[config.mk]
export PLATFORM = sky130hd
export DESIGN_NAME = cbr_refresh_sched
export DESIGN_NICKNAME = d
export VERILOG_FILES = /design/src/rtl/cbr_pkg.sv /design/src/rtl/cbr_phase_timer.sv /design/src/rtl/cbr_interval_timer.sv /design/src/rtl/cbr_debt_counter.sv /design/src/rtl/cbr_refresh_sched.sv
export SDC_FILE = /design/constraint.sdc
export NUM_CORES = 1
export LEC_CHECK = 0
export BUFFER_PORTS_ARGS = -buffer_cell sky130_fd_sc_hd__buf_2
export CORE_MARGIN = 2
export CORE_UTILIZATION = 50
export CTS_BUF_LIST = sky130_fd_sc_hd__clkbuf_2 sky130_fd_sc_hd__clkbuf_4 sky130_fd_sc_hd__clkbuf_8
export DETAILED_ROUTE_END_ITERATION = 6
export PLACE_DENSITY = 0.7
export SYNTH_ARGS = -nofsm -noshare
export SYNTH_HDL_FRONTEND = slang
export SYNTH_SLANG_ARGS = --single-unit
[constraint.sdc]
create_clock -name clk -period 6.45 [get_ports clk]
set_clock_uncertainty 0.05 [all_clocks]
set_input_delay 0.3225 -clock clk [delete_from_list [all_inputs] [get_ports clk]]
set_output_delay 0.3225 -clock clk [all_outputs]
set_load 0.01 [all_outputs]
[src/rtl/cbr_pkg.sv]
package cbr_pkg;
    typedef enum logic [3:0] {
        ST_PWRUP,
        ST_WAKE_LO,
        ST_WAKE_HI,
        ST_IDLE,
        ST_RPC,
        ST_CSR,
        ST_CHR,
        ST_HOLD,
        ST_PRE
    } cbr_state_e;
endpackage

[src/rtl/cbr_phase_timer.sv]
// Loadable down-counter; zero marks the last cycle of a phase.
module cbr_phase_timer #(
    parameter int W       = 16,
    parameter int RST_VAL = 0
) (
    input  logic         clk,
    input  logic         rst_n,
    input  logic         ld,
    input  logic [W-1:0] ld_val,
    output logic         zero
);
    logic [W-1:0] cnt;

    always_ff @(posedge clk) begin
        if (!rst_n)         cnt <= W'(RST_VAL);
        else if (ld)        cnt <= ld_val;
        else if (cnt != '0) cnt <= cnt - 1'b1;
    end

    assign zero = (cnt == '0);
endmodule

[src/rtl/cbr_interval_timer.sv]
// Free-running interval counter; one tick per selected period while enabled.
module cbr_interval_timer #(
    parameter int INT_A = 3120,
    parameter int INT_B = 3120
) (
    input  logic clk,
    input  logic rst_n,
    input  logic en,
    input  logic sel_b,
    output logic tick
);
    localparam int IMAX = (INT_A > INT_B) ? INT_A : INT_B;
    localparam int IW   = $clog2(IMAX + 1);
    localparam logic [IW-1:0] LAST_A = IW'(INT_A - 1);
    localparam logic [IW-1:0] LAST_B = IW'(INT_B - 1);

    logic [IW-1:0] cnt;
    logic [IW-1:0] last;

    assign last = sel_b ? LAST_B : LAST_A;
    assign tick = en && (cnt >= last);

    always_ff @(posedge clk) begin
        if (!rst_n || !en) cnt <= '0;
        else if (tick)     cnt <= '0;
        else               cnt <= cnt + 1'b1;
    end
endmodule

[src/rtl/cbr_debt_counter.sv]
// Saturating count of owed refreshes with a sticky overflow flag.
module cbr_debt_counter #(
    parameter int MAX = 8
) (
    input  logic clk,
    input  logic rst_n,
    input  logic inc,
    input  logic dec,
    output logic owed,
    output logic ovf
);
    localparam int DW = $clog2(MAX + 1);
    localparam logic [DW-1:0] FULL = DW'(MAX);

    logic [DW-1:0] debt;

    always_ff @(posedge clk) begin
        if (!rst_n) begin
            debt <= '0;
            ovf  <= 1'b0;
        end else begin
            unique case ({inc, dec})
                2'b10: begin
                    if (debt != FULL) debt <= debt + 1'b1;
                    else              ovf  <= 1'b1;
                end
                2'b01: if (debt != '0) debt <= debt - 1'b1;
                default: ;
            endcase
        end
    end

    assign owed = (debt != '0);
endmodule

[src/rtl/cbr_refresh_sched.sv]
module cbr_refresh_sched
    import cbr_pkg::*;
#(
    parameter int PWRUP_CYC  = 40000,
    parameter int WAKE_CNT   = 8,
    parameter int REF_INT_1K = 3120,
    parameter int REF_INT_4K = 3120,
    parameter int DEBT_MAX   = 8,
    parameter int T_RC       = 22,
    parameter int T_RAS      = 12,
    parameter int T_RP       = 8,
    parameter int T_CSR      = 2,
    parameter int T_CHR      = 2,
    parameter int T_RPC      = 1,
    parameter int N_CAS      = 8
) (
    input  logic             clk,
    input  logic             rst_n,
    input  logic             cfg_rows4k,
    input  logic             ref_gnt,
    output logic             ref_req,
    output logic             ref_active,
    output logic             init_done,
    output logic             ras_n,
    output logic [N_CAS-1:0] cas_n,
    output logic             we_n,
    output logic             debt_ovf
);
    localparam int PRE_CYC = (T_RP > T_RC - T_RAS) ? T_RP : (T_RC - T_RAS);
    localparam int TMAX0   = (PWRUP_CYC > T_RAS) ? PWRUP_CYC : T_RAS;
    localparam int TMAX    = (TMAX0 > PRE_CYC) ? TMAX0 : PRE_CYC;
    localparam int TW      = $clog2(TMAX + 1);
    localparam int WW      = $clog2(WAKE_CNT + 1);

    localparam logic [TW-1:0] LD_RAS  = TW'(T_RAS - 1);
    localparam logic [TW-1:0] LD_PRE  = TW'(PRE_CYC - 1);
    localparam logic [TW-1:0] LD_RPC  = TW'(T_RPC - 1);
    localparam logic [TW-1:0] LD_CSR  = TW'(T_CSR - 1);
    localparam logic [TW-1:0] LD_CHR  = TW'(T_CHR - 1);
    localparam logic [TW-1:0] LD_HOLD = TW'(T_RAS - T_CHR - 1);
    localparam logic [WW-1:0] WAKE_LAST = WW'(WAKE_CNT - 1);

    cbr_state_e    st, st_nxt;
    logic          tmr_ld, tmr_zero;
    logic [TW-1:0] tmr_val;
    logic [WW-1:0] wake_n;
    logic          wake_last;
    logic          tick, owed, served;
    logic          ras_lo, cas_lo;

    assign wake_last = (wake_n == WAKE_LAST);

    cbr_phase_timer #(.W(TW), .RST_VAL(PWRUP_CYC - 1)) phase_i (
        .clk(clk), .rst_n(rst_n), .ld(tmr_ld), .ld_val(tmr_val), .zero(tmr_zero)
    );

    cbr_interval_timer #(.INT_A(REF_INT_1K), .INT_B(REF_INT_4K)) ivl_i (
        .clk(clk), .rst_n(rst_n), .en(init_done), .sel_b(cfg_rows4k), .tick(tick)
    );

    cbr_debt_counter #(.MAX(DEBT_MAX)) debt_i (
        .clk(clk), .rst_n(rst_n), .inc(tick), .dec(served), .owed(owed), .ovf(debt_ovf)
    );

    // State register
    always_ff @(posedge clk) begin
        if (!rst_n) st <= ST_PWRUP;
        else        st <= st_nxt;
    end

    always_ff @(posedge clk) begin
        if (!rst_n)
            wake_n <= '0;
        else if (st == ST_WAKE_HI && tmr_zero && !wake_last)
            wake_n <= wake_n + 1'b1;
    end

    // Transitions and phase loads
    always_comb begin
        st_nxt  = st;
        tmr_ld  = 1'b0;
        tmr_val = '0;
        served  = 1'b0;
        unique case (st)
            ST_PWRUP:   if (tmr_zero) begin st_nxt = ST_WAKE_LO; tmr_ld = 1'b1; tmr_val = LD_RAS; end
            ST_WAKE_LO: if (tmr_zero) begin st_nxt = ST_WAKE_HI; tmr_ld = 1'b1; tmr_val = LD_PRE; end
            ST_WAKE_HI: if (tmr_zero) begin
                if (wake_last) st_nxt = ST_IDLE;
                else begin st_nxt = ST_WAKE_LO; tmr_ld = 1'b1; tmr_val = LD_RAS; end
            end
            ST_IDLE:    if (owed && ref_gnt) begin
                st_nxt = ST_RPC; tmr_ld = 1'b1; tmr_val = LD_RPC; served = 1'b1;
            end
            ST_RPC:     if (tmr_zero) begin st_nxt = ST_CSR;  tmr_ld = 1'b1; tmr_val = LD_CSR;  end
            ST_CSR:     if (tmr_zero) begin st_nxt = ST_CHR;  tmr_ld = 1'b1; tmr_val = LD_CHR;  end
            ST_CHR:     if (tmr_zero) begin st_nxt = ST_HOLD; tmr_ld = 1'b1; tmr_val = LD_HOLD; end
            ST_HOLD:    if (tmr_zero) begin st_nxt = ST_PRE;  tmr_ld = 1'b1; tmr_val = LD_PRE;  end
            ST_PRE:     if (tmr_zero) st_nxt = ST_IDLE;
            default:    st_nxt = ST_PWRUP;
        endcase
    end

    // Outputs decoded from state
    always_comb begin
        ras_lo     = 1'b0;
        cas_lo     = 1'b0;
        ref_active = 1'b0;
        init_done  = 1'b0;
        ref_req    = 1'b0;
        we_n       = 1'b1;
        unique case (st)
            ST_PWRUP, ST_WAKE_HI: ;
            ST_WAKE_LO: ras_lo = 1'b1;
            ST_IDLE:    begin init_done = 1'b1; ref_req = owed; end
            ST_RPC, ST_PRE: begin init_done = 1'b1; ref_active = 1'b1; end
            ST_CSR:     begin init_done = 1'b1; ref_active = 1'b1; cas_lo = 1'b1; end
            ST_CHR:     begin init_done = 1'b1; ref_active = 1'b1; cas_lo = 1'b1; ras_lo = 1'b1; end
            ST_HOLD:    begin init_done = 1'b1; ref_active = 1'b1; ras_lo = 1'b1; end
            default: ;
        endcase
    end

    assign ras_n = ~ras_lo;

    for (genvar g = 0; g < N_CAS; g++) begin : g_cas
        assign cas_n[g] = ~cas_lo;
    end
endmodule

==> run metrics <==
core footprint 4750 sq um; DR vias/cell 5.54; Avg WL per Cell 13.2 um; Iter 0 DRT Violations 105; Gate Count Post-Synth 298; ys async rst share 0; Die Width 74.6 um; IO Pins 18; Fill cells 465; worst-margin pin slew 0.862 ns; Root Buffer clkbuf_8; Final HPWL DP 3390 um; Fin. Hold Viols 0; Routed Antenna Nets 0; pwr/cell area 167 nW/um^2; row count 25; cts hold-fix bufs 0; worst IR drop on VDD 0.0982 mV; RSZ-0062 raised after global routing no; EDFF count, synth 0; Sink Count 41; area grow syn2layout 5.22%; die area 5570 sq um; CTS Buf Count 5; Crit path required time 6.65 ns; Skew-Pair Late Insertion Delay 0.30 ns; pre-CTS setup slack 3.69 ns; final core occ 0.552; via count 2,049; total gr overflow 0; top_reg_cell synth dfxtp_1; Antenna diodes 0; pin count of the biggest net entering global routing 28; run status completed; Syn. warnings 0; Setup Buffers After CTS 0; vias in the first global route 1,939; H-Tree Depth 2; fin. max-slew vios 0; Worst Path Class, Setup reg2reg; fin crit period 2.78 ns; Worst Slack Setup Final 3.67 ns; Remaining DRCs 0; crit path DAT 2.98 ns; Global Route Usage Sum 0.202; DR pass1 iterations 4; clock-pin slew on the worst setup and hold paths 0.08 ns; Pwr Total 0.439 mW; r2r setup slk 3.67 ns; CP endpoint kind flop; cell taking the most area after synthesis dfxtp_1; max_slew headroom 0.423; initial antenna violation count 0; Yosys reg bits 41; first-pass GRT wire length 8720 um; clk buf depth 2; share of the synthesized area in the top cell type 0.329; Worst setup SP type flop; Max Cap Viol 0; Die Ht 74.6 um; # port buffers 15; GPL Wtd Cong 0.867; Resize count post-CTS 0; Final Cycle Share 0.432; Initial Util 0.525; Mean Syn Cell Area 8.37 sq um; Hold Path Class in2reg; Post-Synthesis Cell Area 2490 sq um; top achievable clock speed 0.359 GHz; post-route setup TNS 0 ns; layout cells sized above 1 0.139; leakage power 0.894 nW; ranking of synthesized cells by area dfxtp_1, nor2_1, a21oi_1; distinct cell type count after synthesis 64; CTS tree done; post-synthesis sequential area ratio 0.329; final wirelength 4890 um; nets@finish 315; Setup Viol. Count Final 0; Syn Nets 311; crit path max fanout 12
[flip-flops by register name (all words and copies together), names as in the netlist]
| register | count |
|---|---|
| phase_i.cnt | 16 |
| wake_n | 4 |
| st | 4 |
| debt_i.debt | 4 |
| ivl_i.cnt | 12 |
| debt_i.ovf | 1 |
[through the flow]
| stage | hold slack, ns | instance area [sq um] | cells |
|---|---|---|---|
| after floorplan | 0.380 | 2490 | 298 |
| after global placement | 0.394 | 2540 | 362 |
| after detailed placement | 0.409 | 2540 | 362 |
| after CTS | 0.383 | 2630 | 370 |
| after global routing | 0.425 | 2630 | 370 |
| final | 0.391 | 2630 | 370 |
[kinds of logic (layout without fill, tap and decap cells)]
| family | after synthesis | in the layout | share of synthesized area |
|---|---|---|---|
| mux | 9 | 9 | 0.0366 |
| simple gates | 134 | 134 | 0.311 |
| compound gates | 59 | 59 | 0.159 |
| other cells | 1 | 1 | 0.00150 |
| fa+ha+maj | 9 | 9 | 0.0481 |
| xor+xnor | 14 | 14 | 0.0491 |
| flops | 41 | 41 | 0.329 |
| buf+inv | 31 | 36 | 0.0657 |
[area by class of cell]
| class | instances | area [sq um] | area share |
|---|---|---|---|
| clock buffers | 5 | 68.8 | 0.0262 |
| multi-input cells | 226 | 1510 | 0.575 |
| inverters | 13 | 48.8 | 0.0186 |
| well taps | 67 | 83.8 | 0.0319 |
| repair buffers | 15 | 75.1 | 0.0286 |
| flip-flops and latches | 41 | 821 | 0.313 |
| clock inverters | 3 | 17.5 | 0.00667 |
[final timing paths]
path | startpoint | to | cells past startpoint
setup / recovery | st[3] | debt_i.debt[3] | 9
hold / removal | ref_gnt | st[2] | 4
setup reg to reg | st[3] | debt_i.debt[3] | 9
hold reg to reg | ivl_i.cnt[0] | ivl_i.cnt[0] | 1
[worst max-delay path, cell delays in order (launching register included)]
cell and delay [ns]:
dfxtp_1 0.53, or4b_4 0.54, o21ai_2 0.11, nand2_1 0.08, ha_1 0.26, ha_1 0.29
a21o_1 0.17, a21oi_1 0.28, mux2i_1 0.27, nand4b_1 0.14
[placed cells by master, fill, tap and decap left out, drive strengths merged, types with 3 or more instances in the layout]
cell    instances
dfxtp          41
inv            13
nor2           35
a21oi          21
ha              8
nand4           6
a31oi           3
nor4            9
xnor2          10
clkbuf          5
xor2            4
nand2          24
and2            5
nor3            6
mux2i           8
nand3b          3
or4             7
nand3          11
nor2b           4
nand2b          7
and3            5
or3             3
o21ai          14
nor3b           3
o211ai          3
buf            15
[report_power, final]
group          switching (mW)  internal (mW)
Sequential            0.00281          0.254
Combinational         0.00748        0.00444
Clock                  0.0953         0.0747
[Yosys cell counts (3+ instances only)]
master,instances
inv_1,12
xor2_1,4
a31oi_1,3
nor2b_1,4
and2_1,5
o21ai_0,6
nand4_1,5
nand3_1,11
nand3b_1,3
nor4_1,5
or4_1,6
nor2_1,35
a21oi_1,20
dfxtp_1,41
buf_4,8
xnor2_1,10
nor3_1,5
and3_1,4
or3_1,3
mux2i_1,8
nand2_1,24
clkbuf_1,5
o21ai_1,6
nand2b_1,7
ha_1,8
[layer usage]
metal,track usage,share of wire
met1,0.261,0.49
met2,0.331,0.47
met3,0.0375,0.028
met4,0.0913,0.019
met5,0,0
Note: power is estimated with default switching activity, not from simulation.
